**config.mk**
```make
export PLATFORM = sky130hd
export DESIGN_NAME = sci_status_reg
export DESIGN_NICKNAME = d
export VERILOG_FILES = /design/src/rtl/sci_status_pkg.sv /design/src/rtl/sci_flag_cell.sv /design/src/rtl/sci_aux_bits.sv /design/src/rtl/sci_status_reg.sv
export SDC_FILE = /design/constraint.sdc
export NUM_CORES = 1
export LEC_CHECK = 0
export BUFFER_PORTS_ARGS = -buffer_cell sky130_fd_sc_hd__buf_2
export CAP_MARGIN = 15
export CORE_AREA = 2 2 42 44
export CTS_BUF_LIST = sky130_fd_sc_hd__clkbuf_16
export DETAILED_ROUTE_END_ITERATION = 6
export DIE_AREA = 0 0 44 46
export PLACE_DENSITY = 0.82
export SLEW_MARGIN = 5
export SYNTH_ARGS = -nofsm -noshare
export SYNTH_HDL_FRONTEND = slang
export SYNTH_SLANG_ARGS = --single-unit
```
**constraint.sdc**
```tcl
create_clock -name clk -period 1.3 [get_ports clk]
set_input_delay 0.065 -clock clk [delete_from_list [all_inputs] [get_ports clk]]
set_output_delay 0.065 -clock clk [all_outputs]
set_load 0.05 [all_outputs]
```
**src/rtl/sci_status_pkg.sv**
```systemverilog
package sci_status_pkg;

    // Per-flag state: the sticky flag and whether a read has seen it set
    typedef struct packed {
        logic flag;
        logic armed;
    } flag_state_t;

    // Non-sticky low bits of the status word
    typedef struct packed {
        logic tend;
        logic mpb;
        logic mpbt;
    } aux_state_t;

    localparam int unsigned LOW_BITS = 3;

endpackage

```
**src/rtl/sci_flag_cell.sv**
```systemverilog
module sci_flag_cell
    import sci_status_pkg::*;
#(
    parameter logic INIT = 1'b0
) (
    input  logic clk,
    input  logic rst_n,
    input  logic standby_i,
    input  logic set_i,
    input  logic rd_i,
    input  logic wr_i,
    input  logic wbit_i,
    output logic flag_o
);

    flag_state_t st_d, st_q;

    always_comb begin
        st_d = st_q;
        if (standby_i) begin
            st_d.flag  = INIT;
            st_d.armed = 1'b0;
        end else if (set_i) begin
            // a new event always wins and needs a fresh read
            st_d.flag  = 1'b1;
            st_d.armed = 1'b0;
        end else if (wr_i && !wbit_i && st_q.armed) begin
            st_d.flag  = 1'b0;
            st_d.armed = 1'b0;
        end else if (rd_i && st_q.flag) begin
            st_d.armed = 1'b1;
        end
    end

    always_ff @(posedge clk or negedge rst_n) begin
        if (!rst_n) begin
            st_q.flag  <= INIT;
            st_q.armed <= 1'b0;
        end else begin
            st_q <= st_d;
        end
    end

    assign flag_o = st_q.flag;

endmodule

```
**src/rtl/sci_aux_bits.sv**
```systemverilog
module sci_aux_bits
    import sci_status_pkg::*;
#(
    parameter logic TEND_INIT = 1'b1,
    parameter logic MPB_INIT  = 1'b0,
    parameter logic MPBT_INIT = 1'b0
) (
    input  logic clk,
    input  logic rst_n,
    input  logic standby_i,
    input  logic tx_end_i,
    input  logic rx_mpb_i,
    input  logic wr_i,
    input  logic wbit0_i,
    output logic tend_o,
    output logic mpb_o,
    output logic mpbt_o
);

    aux_state_t aux_d, aux_q;

    always_comb begin
        aux_d = aux_q;
        if (standby_i) begin
            aux_d.tend = TEND_INIT;
            aux_d.mpb  = MPB_INIT;
            aux_d.mpbt = MPBT_INIT;
        end else begin
            aux_d.tend = tx_end_i;
            aux_d.mpb  = rx_mpb_i;
            if (wr_i) begin
                aux_d.mpbt = wbit0_i;
            end
        end
    end

    always_ff @(posedge clk or negedge rst_n) begin
        if (!rst_n) begin
            aux_q.tend <= TEND_INIT;
            aux_q.mpb  <= MPB_INIT;
            aux_q.mpbt <= MPBT_INIT;
        end else begin
            aux_q <= aux_d;
        end
    end

    assign tend_o = aux_q.tend;
    assign mpb_o  = aux_q.mpb;
    assign mpbt_o = aux_q.mpbt;

endmodule

```
**src/rtl/sci_status_reg.sv**
```systemverilog
module sci_status_reg
    import sci_status_pkg::*;
#(
    parameter int              DATA_W    = 8,
    parameter logic [DATA_W-1:0] RESET_VAL = 8'h84
) (
    input  logic                           clk,
    input  logic                           rst_n,
    input  logic                           standby_i,
    input  logic                           cpu_rd_i,
    input  logic                           cpu_wr_i,
    input  logic [DATA_W-1:0]              cpu_wdata_i,
    output logic [DATA_W-1:0]              cpu_rdata_o,
    input  logic [DATA_W-LOW_BITS-1:0]     flag_set_i,
    input  logic                           tx_end_i,
    input  logic                           rx_mpb_i,
    output logic [DATA_W-LOW_BITS-1:0]     flags_o
);

    localparam int NFLAG = DATA_W - LOW_BITS;

    logic [NFLAG-1:0] flag_vec;
    logic             tend, mpb, mpbt;

    for (genvar g = 0; g < NFLAG; g++) begin : g_flag
        sci_flag_cell #(
            .INIT (RESET_VAL[LOW_BITS+g])
        ) u_cell (
            .clk       (clk),
            .rst_n     (rst_n),
            .standby_i (standby_i),
            .set_i     (flag_set_i[g]),
            .rd_i      (cpu_rd_i),
            .wr_i      (cpu_wr_i),
            .wbit_i    (cpu_wdata_i[LOW_BITS+g]),
            .flag_o    (flag_vec[g])
        );
    end

    sci_aux_bits #(
        .TEND_INIT (RESET_VAL[2]),
        .MPB_INIT  (RESET_VAL[1]),
        .MPBT_INIT (RESET_VAL[0])
    ) u_aux (
        .clk       (clk),
        .rst_n     (rst_n),
        .standby_i (standby_i),
        .tx_end_i  (tx_end_i),
        .rx_mpb_i  (rx_mpb_i),
        .wr_i      (cpu_wr_i),
        .wbit0_i   (cpu_wdata_i[0]),
        .tend_o    (tend),
        .mpb_o     (mpb),
        .mpbt_o    (mpbt)
    );

    assign cpu_rdata_o = {flag_vec, tend, mpb, mpbt};
    assign flags_o     = flag_vec;

endmodule

```
==> run summary, run 1 <==
clk sinks - 13
compound-cell area share of the yosys netlist - 10.9%
Synth cell types - 20
Chip Width - 44 um
CP peak stage delay - 550 ps
Die H - 46 um
leading area contributor after synthesis - dfrtp_1
Finished Core Util - 51.4%
CP endpoint kind - output pin
synthesized area - 653 um^2
Placer Congestion - 0.702
via count - 502
worst rel slew slack - 80.1%
fmax - 0.897 GHz
status - completed
H-tree Lvls - 1
Pre-antenna DRT Iters - 4
total negative setup slack - 0 ps
Reg clk slew, reported paths - 40 ps
Fin Clk Skew - 1.11 ps
Final Hold Fails - 0
1st-iter DRT viols - 12
top post-synthesis cells by area - dfrtp_1 (42%), buf_4 (15%), dfstp_2 (8.0%)
CP Cell Sequence - buf_2
initial antenna violation count - 0
kind of critical path - reg2out
area of the core - 1610 um^2
antenna diode count - 0
syn_nets - 80
DRC - 0
critical path startpoint category - register
num rows - 15
largest family of logic cells by synthesized area - simple AND/OR/NAND/NOR gates
WP buf/inv - 1
vias per cell - 5.02
vias in the first global route - 470
post-synthesis adder-cell area fraction - 0%
Slew Viols, Final - 0
cts repair resizes - 0
sequential element share of the synthesized area - 50.2%
num ports - 33
GRT Total Usage - 14.0%
clock buffer depth - 2
TritonCTS Buffers - 3
Max FO, Critical Path - 4
Clk Tree Root Cell - clkbuf_16
setup repair after global routing missed its margin - false
Yosys warning total - 0
Tcrit/Tclk final - 85.7%
Max-Cap Viols - 0
Worst-Margin Slew - 299 ps
top-area cell type share of the netlist area - 42.1%
Leak - 0.416 nW
die area - 2020 um^2
grt ovf - 0
Peak VDD IR - 0.000622 V
final number of setup-violating endpoints - 0
routed wire length - 1320 um
crit path DAT - 1050 ps
Syn Area/Cell - 10.9 um^2
Hold Path Class - in2reg
Worst-Skew Late Latency - 240 ps
post-route minimum period - 1110 ps
CP required - 1240 ps
critical path's slowest cell - dfstp_2
share of post-route cells with drive strength above 1 - 47.0%
CTS tree - built
Syn Inst Count - 60
power per cell area - 1450 nW/um^2
pin count of the biggest net entering global routing - 14
nets - 104
number of port buffers - 30
P&R area growth vs syn - 27.0%
WL/cell - 13.2 um
simple-gate share of the synthesized area - 19.3%
register bit count reported by yosys - 13
first-pass GRT wire length - 1950 um
starting density of the core - 40.5%
delay-heaviest family, CP - flip-flops
Final ANT Viol Nets - 0
post-synthesis xor/xnor area fraction - 0%
Min Hold Slack - 1.03 ps
post-synthesis mux area share - 1.53%
worst reg2reg max path, stage by stage (launching register included):
cell	delay [ps]
dfstp_2	550
nand3b_1	80
a211oi_1	220
per-stage QoR:
step	cell area [um^2]	worst slack, ps	instances	total power [mW]
3_3_place_gp	711	399	92	0.627
2_1_floorplan	653	405	60	0.600
6_report	830	185	100	1.20
4_1_cts	830	178	100	1.22
5_1_grt	830	171	100	1.25
3_5_place_dp	711	366	92	0.631
what timing repair did:
item / CTS / global route
buffers inserted: 0 / 0
hold endpoints to repair: 16 / 0
hold buffers: 4 / 0
layout by cell type, fill, tap and decap left out, types with 2 or more instances in the layout:
| cell type | instances |
|---|---|
| a211oi_1 | 2 |
| nor4b_2 | 2 |
| inv_1 | 2 |
| dfrtp_1 | 11 |
| dfstp_2 | 2 |
| o21ai_1 | 2 |
| dlygate4sd3_1 | 4 |
| clkbuf_16 | 3 |
| nor2_1 | 5 |
| buf_2 | 30 |
| nand3b_1 | 6 |
| a21oi_1 | 6 |
metal layers:
metal  GRT usage (%)  routed length, um  vias up
met1            15.0                513      241
met5               0                  0        -
met4            14.5                 47        0
li1                -                  -      238
met3            4.37                 85        5
met2            21.2                679       18
cell usage after synthesis:
cell type  number
nand2_1         1
inv_1           1
buf_2           1
a21oi_1         6
mux2i_1         1
dfrtp_1        11
nand3b_1        6
nor3_1          1
a211oi_1        2
buf_6           1
nor2_1          5
a21o_1          1
o21ai_1         2
nor2b_1         1
a211o_1         1
buf_4          13
or2_2           1
nand3b_2        1
dfstp_2         2
nor4b_2         2
area by class of cell:
cell class,count,area (um^2)
well taps,17,21.3
repair buffers,34,190
inverters,1,3.75
multi-input cells,31,208
fillers,157,785
clock inverters,1,3.75
clock buffers,3,75.1
flip-flops and latches,13,328
cell families (layout without fill, tap and decap cells):
kind of cell | count (synthesis) | in the layout
AO/OA/AOI/OAI | 12 | 12
buffers and inverters | 16 | 39
flip-flops | 13 | 13
multiplexers | 1 | 1
AND/OR/NAND/NOR | 18 | 18
where the power goes:
| group | internal [mW] | switching [mW] | total [mW] |
|---|---|---|---|
| Combinational | 0.0611 | 0.133 | 0.194 |
| Sequential | 0.426 | 0.0132 | 0.440 |
| Clock | 0.405 | 0.165 | 0.570 |
| Total | 0.893 | 0.311 | 1.20 |
final timing paths:
check	cells past startpoint	slack, ps	to	start
setup / recovery	1	190	cpu_rdata_o[7]	g_flag[4].u_cell.flag_o$_DFFE_PN1P_
hold / removal	2	1	g_flag[1].u_cell.st_q[0]$_DFFE_PN0P_	flag_set_i[1]
setup reg to reg	2	360	g_flag[4].u_cell.st_q[0]$_DFFE_PN0P_	g_flag[4].u_cell.flag_o$_DFFE_PN1P_
hold reg to reg	2	520	u_aux.mpbt_o$_DFFE_PN0P_	u_aux.mpbt_o$_DFFE_PN0P_
max in group asynchronous	2	780	u_aux.tend_o$_DFF_PN1_	rst_n
min in group asynchronous	2	240	g_flag[2].u_cell.flag_o$_DFFE_PN0P_	rst_n
registers in the layout (all words and copies together) (netlist names):
register and flops:
g_flag.u_cell.flag_o 5, g_flag.u_cell.st_q 5, u_aux.mpb_o 1, u_aux.mpbt_o 1, u_aux.tend_o 1
Power figures use the tool's default switching activity.
==> run 2, diff against run 1 <==
--- a/config.mk
+++ b/config.mk
@@ -8,8 +8,8 @@
 export BUFFER_PORTS_ARGS = -buffer_cell sky130_fd_sc_hd__buf_2
 export CAP_MARGIN = 15
-export CORE_AREA = 2 2 42 44
+export CORE_AREA = 3 3 43 45
 export CTS_BUF_LIST = sky130_fd_sc_hd__clkbuf_16
 export DETAILED_ROUTE_END_ITERATION = 6
-export DIE_AREA = 0 0 44 46
+export DIE_AREA = 0 0 46 48
 export PLACE_DENSITY = 0.82
 export SLEW_MARGIN = 5
==> constraint.sdc (replaced) <==
create_clock -name clk -period 1.3 [get_ports clk]
set_input_delay 0.26 -clock clk [delete_from_list [all_inputs] [get_ports clk]]
set_output_delay 0.26 -clock clk [all_outputs]
set_load 0.05 [all_outputs]
==> run 2 against run 1 <==
Compared with the run above:
- combinational power fell by 3%
- core utilization is 2.0 points higher
- wire length shrank 2.5%
- count of clock-buffer cells in the layout unchanged
- critical path depth did not move
- final cell count down 4.0%
- clock skew up 1.2 ps
- worst hold slack improved by 190 ps
- die area rose by 9.1%
- design area down 3.0%
- largest cell class unchanged
- highest routed layer unchanged
==> run summary, run 2 (same netlist as run 1, synthesis figures left out) <==
CP peak stage delay - 550 ps (about the same)
die area - 2210 um^2 (was 2020 um^2)
final number of setup-violating endpoints - 0 (unchanged)
Fin Clk Skew - 2.27 ps (was 1.11 ps)
clock buffer depth - 2 (unchanged)
crit path DAT - 1020 ps (was 1050 ps)
Chip Width - 46 um (was 44 um)
hpwl dp - 971 um
routed wire length - 1290 um (was 1320 um)
most common cell after layout, fill and taps aside - buf_2 (unchanged)
footprint of the multi-input gates - 208 um^2 (unchanged)
Leak - 0.406 nW (was 0.416 nW)
number of port buffers - 30 (unchanged)
initial antenna violation count - 0 (unchanged)
Worst-Margin Slew - 304 ps (was 299 ps)
reg2reg start - g_flag[0].u_cell.st_q[0]$_DFFE_PN0P_ (was g_flag[4].u_cell.flag_o$_DFFE_PN1P_)
P&R area growth vs syn - 23.2% (was 27.0%)
area of the core - 1510 um^2 (was 1610 um^2)
final cell count without fillers - 96 (was 100)
starting density of the core - 43.4% (was 40.5%)
num rows - 14 (was 15)
first-pass GRT wire length - 1740 um (was 1950 um)
CP required - 1040 ps (was 1240 ps)
share of post-route cells with drive strength above 1 - 50.0% (was 47.0%)
GRT Total Usage - 11.4% (was 14.0%)
grt ovf - 0 (unchanged)
delay-heaviest family, CP - flip-flops (unchanged)
Slew Viols, Final - 0 (unchanged)
r2r setup slk - 340 ps (was 360 ps)
design area - 805 um^2 (was 830 um^2)
placed cell count - 91 (was 92)
placed cell areas - 709 um^2 (was 711 um^2)
H-tree Lvls - 1 (unchanged)
WL/cell - 13.4 um (was 13.2 um)
Clk Tree Root Cell - clkbuf_16 (unchanged)
Peak VDD IR - 0.000730 V (was 0.000622 V)
via count - 481 (was 502)
setup ws final - 24.4 ps (was 185 ps)
post-CTS setup buffer count - 0 (unchanged)
met2 routed WL - 651 um (was 679 um)
pin count of the biggest net entering global routing - 14 (unchanged)
critical path's slowest cell - dfstp_2 (unchanged)
WP buf/inv - 1 (unchanged)
1st-iter DRT viols - 4 (was 12)
register area - 328 um^2 (unchanged)
worst rel slew slack - 79.7% (was 80.1%)
kind of critical path - reg2out (unchanged)
Hold Path Class - in2reg (unchanged)
Max-Cap Viols - 0 (unchanged)
Highest Signal Layer - met4 (unchanged)
status - completed (unchanged)
Pre-antenna DRT Iters - 4 (unchanged)
Min-Delay Path Depth - 2 (unchanged)
power per cell area - 1490 nW/um^2 (was 1450 nW/um^2)
Final ANT Viol Nets - 0 (unchanged)
Worst-Skew Late Latency - 240 ps (about the same)
CP endpoint kind - output pin (unchanged)
Max FO, Critical Path - 4 (unchanged)
commonest non-fill, non-tap cells in the layout - buf_2 (28), dfrtp_1 (11), nand3b_1 (6), a21oi_1 (6), nor2_1 (5) (was buf_2 (30), dfrtp_1 (11), nand3b_1 (6), a21oi_1 (6), nor2_1 (5))
critical path startpoint category - register (unchanged)
DRC - 0 (unchanged)
met3 WL - 86 um (was 85 um)
nets - 101 (was 104)
CTS tree - built (unchanged)
vias per cell - 5.01 (was 5.02)
Worst R2R Path Depth - 2 (unchanged)
Reg clk slew, reported paths - 50 ps (was 40 ps)
CP Cell Sequence - clkbuf_4 (was buf_2)
fmax - 0.784 GHz (was 0.897 GHz)
TritonCTS Buffers - 3 (unchanged)
num ports - 33 (unchanged)
Min Hold Slack - 188 ps (was 1.03 ps)
pre-CTS setup slack - 250 ps (was 366 ps)
Tcrit/Tclk final - 98.1% (was 85.7%)
clk sinks - 13 (unchanged)
worst r2r dst - g_flag[0].u_cell.st_q[0]$_DFFE_PN0P_ (was g_flag[4].u_cell.st_q[0]$_DFFE_PN0P_)
HP Start - flag_set_i[4] (was flag_set_i[1])
M1 WL - 529 um (was 513 um)
vias in the first global route - 411 (was 470)
post-route minimum period - 1280 ps (was 1110 ps)
antenna diode count - 0 (unchanged)
Finished Core Util - 53.4% (was 51.4%)
Placer Congestion - 0.719 (was 0.702)
Final Hold Fails - 0 (unchanged)
Die H - 48 um (was 46 um)
hold path endpoint - g_flag[4].u_cell.st_q[0]$_DFFE_PN0P_ (was g_flag[1].u_cell.st_q[0]$_DFFE_PN0P_)
fill count - 138 (was 157)
## run 2: cell types whose count changed in the layout (fill, tap and decap cells not counted), sizes merged
cell and delta:
dlygate4sd3 -3, buf -1, clkbuf +1, clkinv +1, inv -1
## run 2: layout make-up
cell class	count	share of cell area (%)
Tap cell	16	2.49
Sequential cell	13	40.7
Inverter	1	0.467
Clock inverter	1	0.622
Multi-Input combinational cell	31	25.8
Timing Repair Buffer	31	20.5
Clock buffer	3	9.33
## run 2: worst reg2reg max path, cell delays in order, from the launching register on
cell,delay (ps)
dfrtp_1,390
nand3b_1,160
a211oi_1,290
## run 2: through the flow
step / TNS (ps) / power (mW)
after floorplan: 0 / 0.600
after global placement: 0 / 0.627
after detailed placement: 0 / 0.632
after CTS: -15.1 / 1.21
after global routing: -0.438 / 1.24
final: 0 / 1.20
## run 2: where the power goes
group          internal (mW)  total [mW]  switching [mW]
sequential             0.426       0.439          0.0129
combinational         0.0556       0.189           0.133
clock                  0.408       0.570           0.162
total                  0.890        1.20           0.308
## run 2: per-layer routing
| layer | vias up | track usage [%] |
|---|---|---|
| met1 | 230 | 13.3 |
| met4 | 0 | 6.82 |
| met5 | - | 0 |
| met3 | 2 | 3.01 |
| li1 | 233 | - |
| met2 | 16 | 18.7 |
## run 2: worst max path at each step
stage,start,end,depth (start not counted)
6_report,g_flag[4].u_cell.flag_o$_DFFE_PN1P_,flags_o[4],1
4_1_cts,g_flag[4].u_cell.flag_o$_DFFE_PN1P_,cpu_rdata_o[7],1
2_1_floorplan,g_flag[4].u_cell.flag_o$_DFFE_PN1P_,cpu_rdata_o[7],1
5_1_grt,g_flag[4].u_cell.flag_o$_DFFE_PN1P_,flags_o[4],1
3_3_place_gp,g_flag[4].u_cell.flag_o$_DFFE_PN1P_,cpu_rdata_o[7],1
3_5_place_dp,g_flag[4].u_cell.flag_o$_DFFE_PN1P_,cpu_rdata_o[7],1
## run 2: repair_timing
item,in CTS,in global routing
gates resized for setup,0,3
gates cloned,0,0
endpoints found under the hold margin,11,0
setup endpoints to repair,2,2
hold buffers,1,0
==> run 3, diff against run 2 <==
CAP_MARGIN = 20   (was 15)
CORE_AREA = 3 3 57 59   (was 3 3 43 45)
DIE_AREA = 0 0 60 62   (was 0 0 46 48)
GPL_TIMING_DRIVEN = 0   (was unset)
PLACE_DENSITY = 0.54   (was 0.82)
==> run 3 against run 2 <==
Compared with the run above:
- non-clock buffer count is 15 higher
- combinational power increased by 21%
- register-to-register slack got worse by 90 ps
- final cell count up 31%
- via count rose by 9.8%
- design area is 20% higher
- core utilization decreased by 18 points
- sequential cell count unchanged
- total power up 4.2%
- worst hold slack worse by 3.4 ps
- count of clock-buffer cells in the layout did not move
- global-route usage is 3.0 points lower
==> run summary, run 3 (same netlist as run 1, synthesis figures left out) <==
Max-Cap Viols - 0 (unchanged)
CP required - 1040 ps (about the same)
GR Util met3 - 2.27% (was 3.01%)
crit path DAT - 1030 ps (was 1020 ps)
power per cell area - 1290 nW/um^2 (was 1490 nW/um^2)
busiest grt layer - met2 (unchanged)
final cell count without fillers - 126 (was 96)
register area - 328 um^2 (unchanged)
Peak VDD IR - 0.000585 V (was 0.000730 V)
total negative setup slack - 0 ps (unchanged)
Fin Clk Skew - 0.248 ps (was 2.27 ps)
share of post-route cells with drive strength above 1 - 57.9% (was 50.0%)
pre-CTS setup slack - 154 ps (was 250 ps)
CP Cell Sequence - buf_4, buf_8 (was clkbuf_4)
H-tree Lvls - 1 (unchanged)
routed wire length - 1440 um (was 1290 um)
setup ws final - 12.8 ps (was 24.4 ps)
Slew Viols, Final - 0 (unchanged)
area of the core - 2760 um^2 (was 1510 um^2)
worst rel slew slack - 79.8% (was 79.7%)
first-pass GRT wire length - 2270 um (was 1740 um)
pin count of the biggest net entering global routing - 14 (unchanged)
status - completed (unchanged)
most common cell after layout, fill and taps aside - buf_2 (unchanged)
fill count - 299 (was 138)
Reg clk slew, reported paths - 50 ps (about the same)
critical path startpoint category - register (unchanged)
Chip Width - 60 um (was 46 um)
setup repair after global routing missed its margin - true
num ports - 33 (unchanged)
footprint of the multi-input gates - 208 um^2 (unchanged)
nets - 116 (was 101)
grt ovf - 0 (unchanged)
initial antenna violation count - 0 (unchanged)
CP endpoint kind - output pin (unchanged)
Leak - 0.490 nW (was 0.406 nW)
die area - 3720 um^2 (was 2210 um^2)
global-route met2 utilization - 14.8% (was 18.7%)
via count - 528 (was 481)
starting density of the core - 23.7% (was 43.4%)
vias in the first global route - 530 (was 411)
final number of setup-violating endpoints - 0 (unchanged)
clk sinks - 13 (unchanged)
Hold Path Class - in2reg (unchanged)
hpwl dp - 1110 um (was 971 um)
Max FO, Critical Path - 3 (was 4)
clock buffer depth - 2 (unchanged)
Placer Congestion - 0.643 (was 0.719)
antenna diode count - 0 (unchanged)
commonest non-fill, non-tap cells in the layout - buf_2 (25), buf_4 (14), dfrtp_1 (11) (was buf_2 (28), dfrtp_1 (11), nand3b_1 (6), a21oi_1 (6), nor2_1 (5))
Die H - 62 um (was 48 um)
Clk Tree Root Cell - clkbuf_16 (unchanged)
Tcrit/Tclk final - 99.0% (was 98.1%)
critical path's slowest cell - dfstp_2 (unchanged)
P&R area growth vs syn - 47.9% (was 23.2%)
Design Power - 1.25 mW (was 1.20 mW)
kind of critical path - reg2out (unchanged)
1st-iter DRT viols - 10 (was 4)
num rows - 19 (was 14)
CP peak stage delay - 540 ps (was 550 ps)
placed cell count - 120 (was 91)
vias per cell - 4.19 (was 5.01)
CTS tree - built (unchanged)
number of port buffers - 29 (was 30)
Worst-Margin Slew - 302 ps (was 304 ps)
DRC - 0 (unchanged)
Pre-antenna DRT Iters - 3 (was 4)
Finished Core Util - 35.0% (was 53.4%)
GRT Total Usage - 8.36% (was 11.4%)
Worst-Skew Late Latency - 240 ps (about the same)
Final ANT Viol Nets - 0 (unchanged)
fmax - 0.777 GHz (was 0.784 GHz)
routing usage on met1 - 8.98% (was 13.3%)
WL/cell - 11.4 um (was 13.4 um)
post-route minimum period - 1290 ps (was 1280 ps)
TritonCTS Buffers - 3 (unchanged)
Final Hold Fails - 0 (unchanged)
## run 3: changes by cell type in the layout (fill, tap and decap cells not counted)
| cell | change |
|---|---|
| clkbuf_4 | +1 |
| buf_2 | -3 |
| buf_4 | +13 |
| buf_6 | +2 |
| buf_8 | +2 |
## run 3: routing by layer
metal,part of all wire [%],wire (um),vias to the layer above
li1,-,-,265
met1,38,552,248
met2,55,792,13
met3,5.3,76,2
met4,1.1,16,0
met5,0,0,-
## run 3: stage by stage
step	area, um^2	hold slack (ps)
global placement	837	162
finish	966	185
detailed placement	837	170
floorplan	653	-35.6
CTS	953	185
global route	966	193
## run 3: area by class of cell
type / count / area share (%)
clock buffer: 3 / 7.77
inverter: 1 / 0.389
tap: 31 / 4.02
multi-input combinational: 31 / 21.5
clock inverter: 1 / 0.518
buffer: 15 / 11.8
timing repair buffer: 31 / 20.1
sequential: 13 / 33.9
## run 3: final timing paths
kind / from / to / slack, ps / depth (start not counted)
setup reg to reg: g_flag[4].u_cell.flag_o$_DFFE_PN1P_ / g_flag[4].u_cell.st_q[0]$_DFFE_PN0P_ / 250 / 3
min in group asynchronous: rst_n / u_aux.mpb_o$_DFF_PN0_ / 450 / 2
setup / recovery: g_flag[4].u_cell.flag_o$_DFFE_PN1P_ / cpu_rdata_o[7] / 10 / 2
hold / removal: flag_set_i[3] / g_flag[3].u_cell.st_q[0]$_DFFE_PN0P_ / 180 / 2
max in group asynchronous: rst_n / g_flag[4].u_cell.flag_o$_DFFE_PN1P_ / 570 / 2
hold reg to reg: u_aux.mpbt_o$_DFFE_PN0P_ / u_aux.mpbt_o$_DFFE_PN0P_ / 540 / 2
## run 3: worst max-delay path: cells and delay by family, from the launching register on
| family | cells | cell delay (ps) |
|---|---|---|
| flops | 1 | 540 |
| buf+inv | 2 | 240 |
## run 3: report_power, final
part | leakage (nW) | internal [mW] | total (mW) | switching (mW)
combinational | 0.283 | 0.0895 | 0.228 | 0.139
sequential | 0.166 | 0.426 | 0.440 | 0.0139
clock | 0.0409 | 0.409 | 0.581 | 0.172
total | 0.490 | 0.925 | 1.25 | 0.324
## run 3: what timing repair did
item                       in CTS  in global routing
setup endpoints to repair       3                  5
hold endpoints to repair       11                  0
hold buffers                    1                  0
resized for setup               6                  4
buffers inserted                1                  0
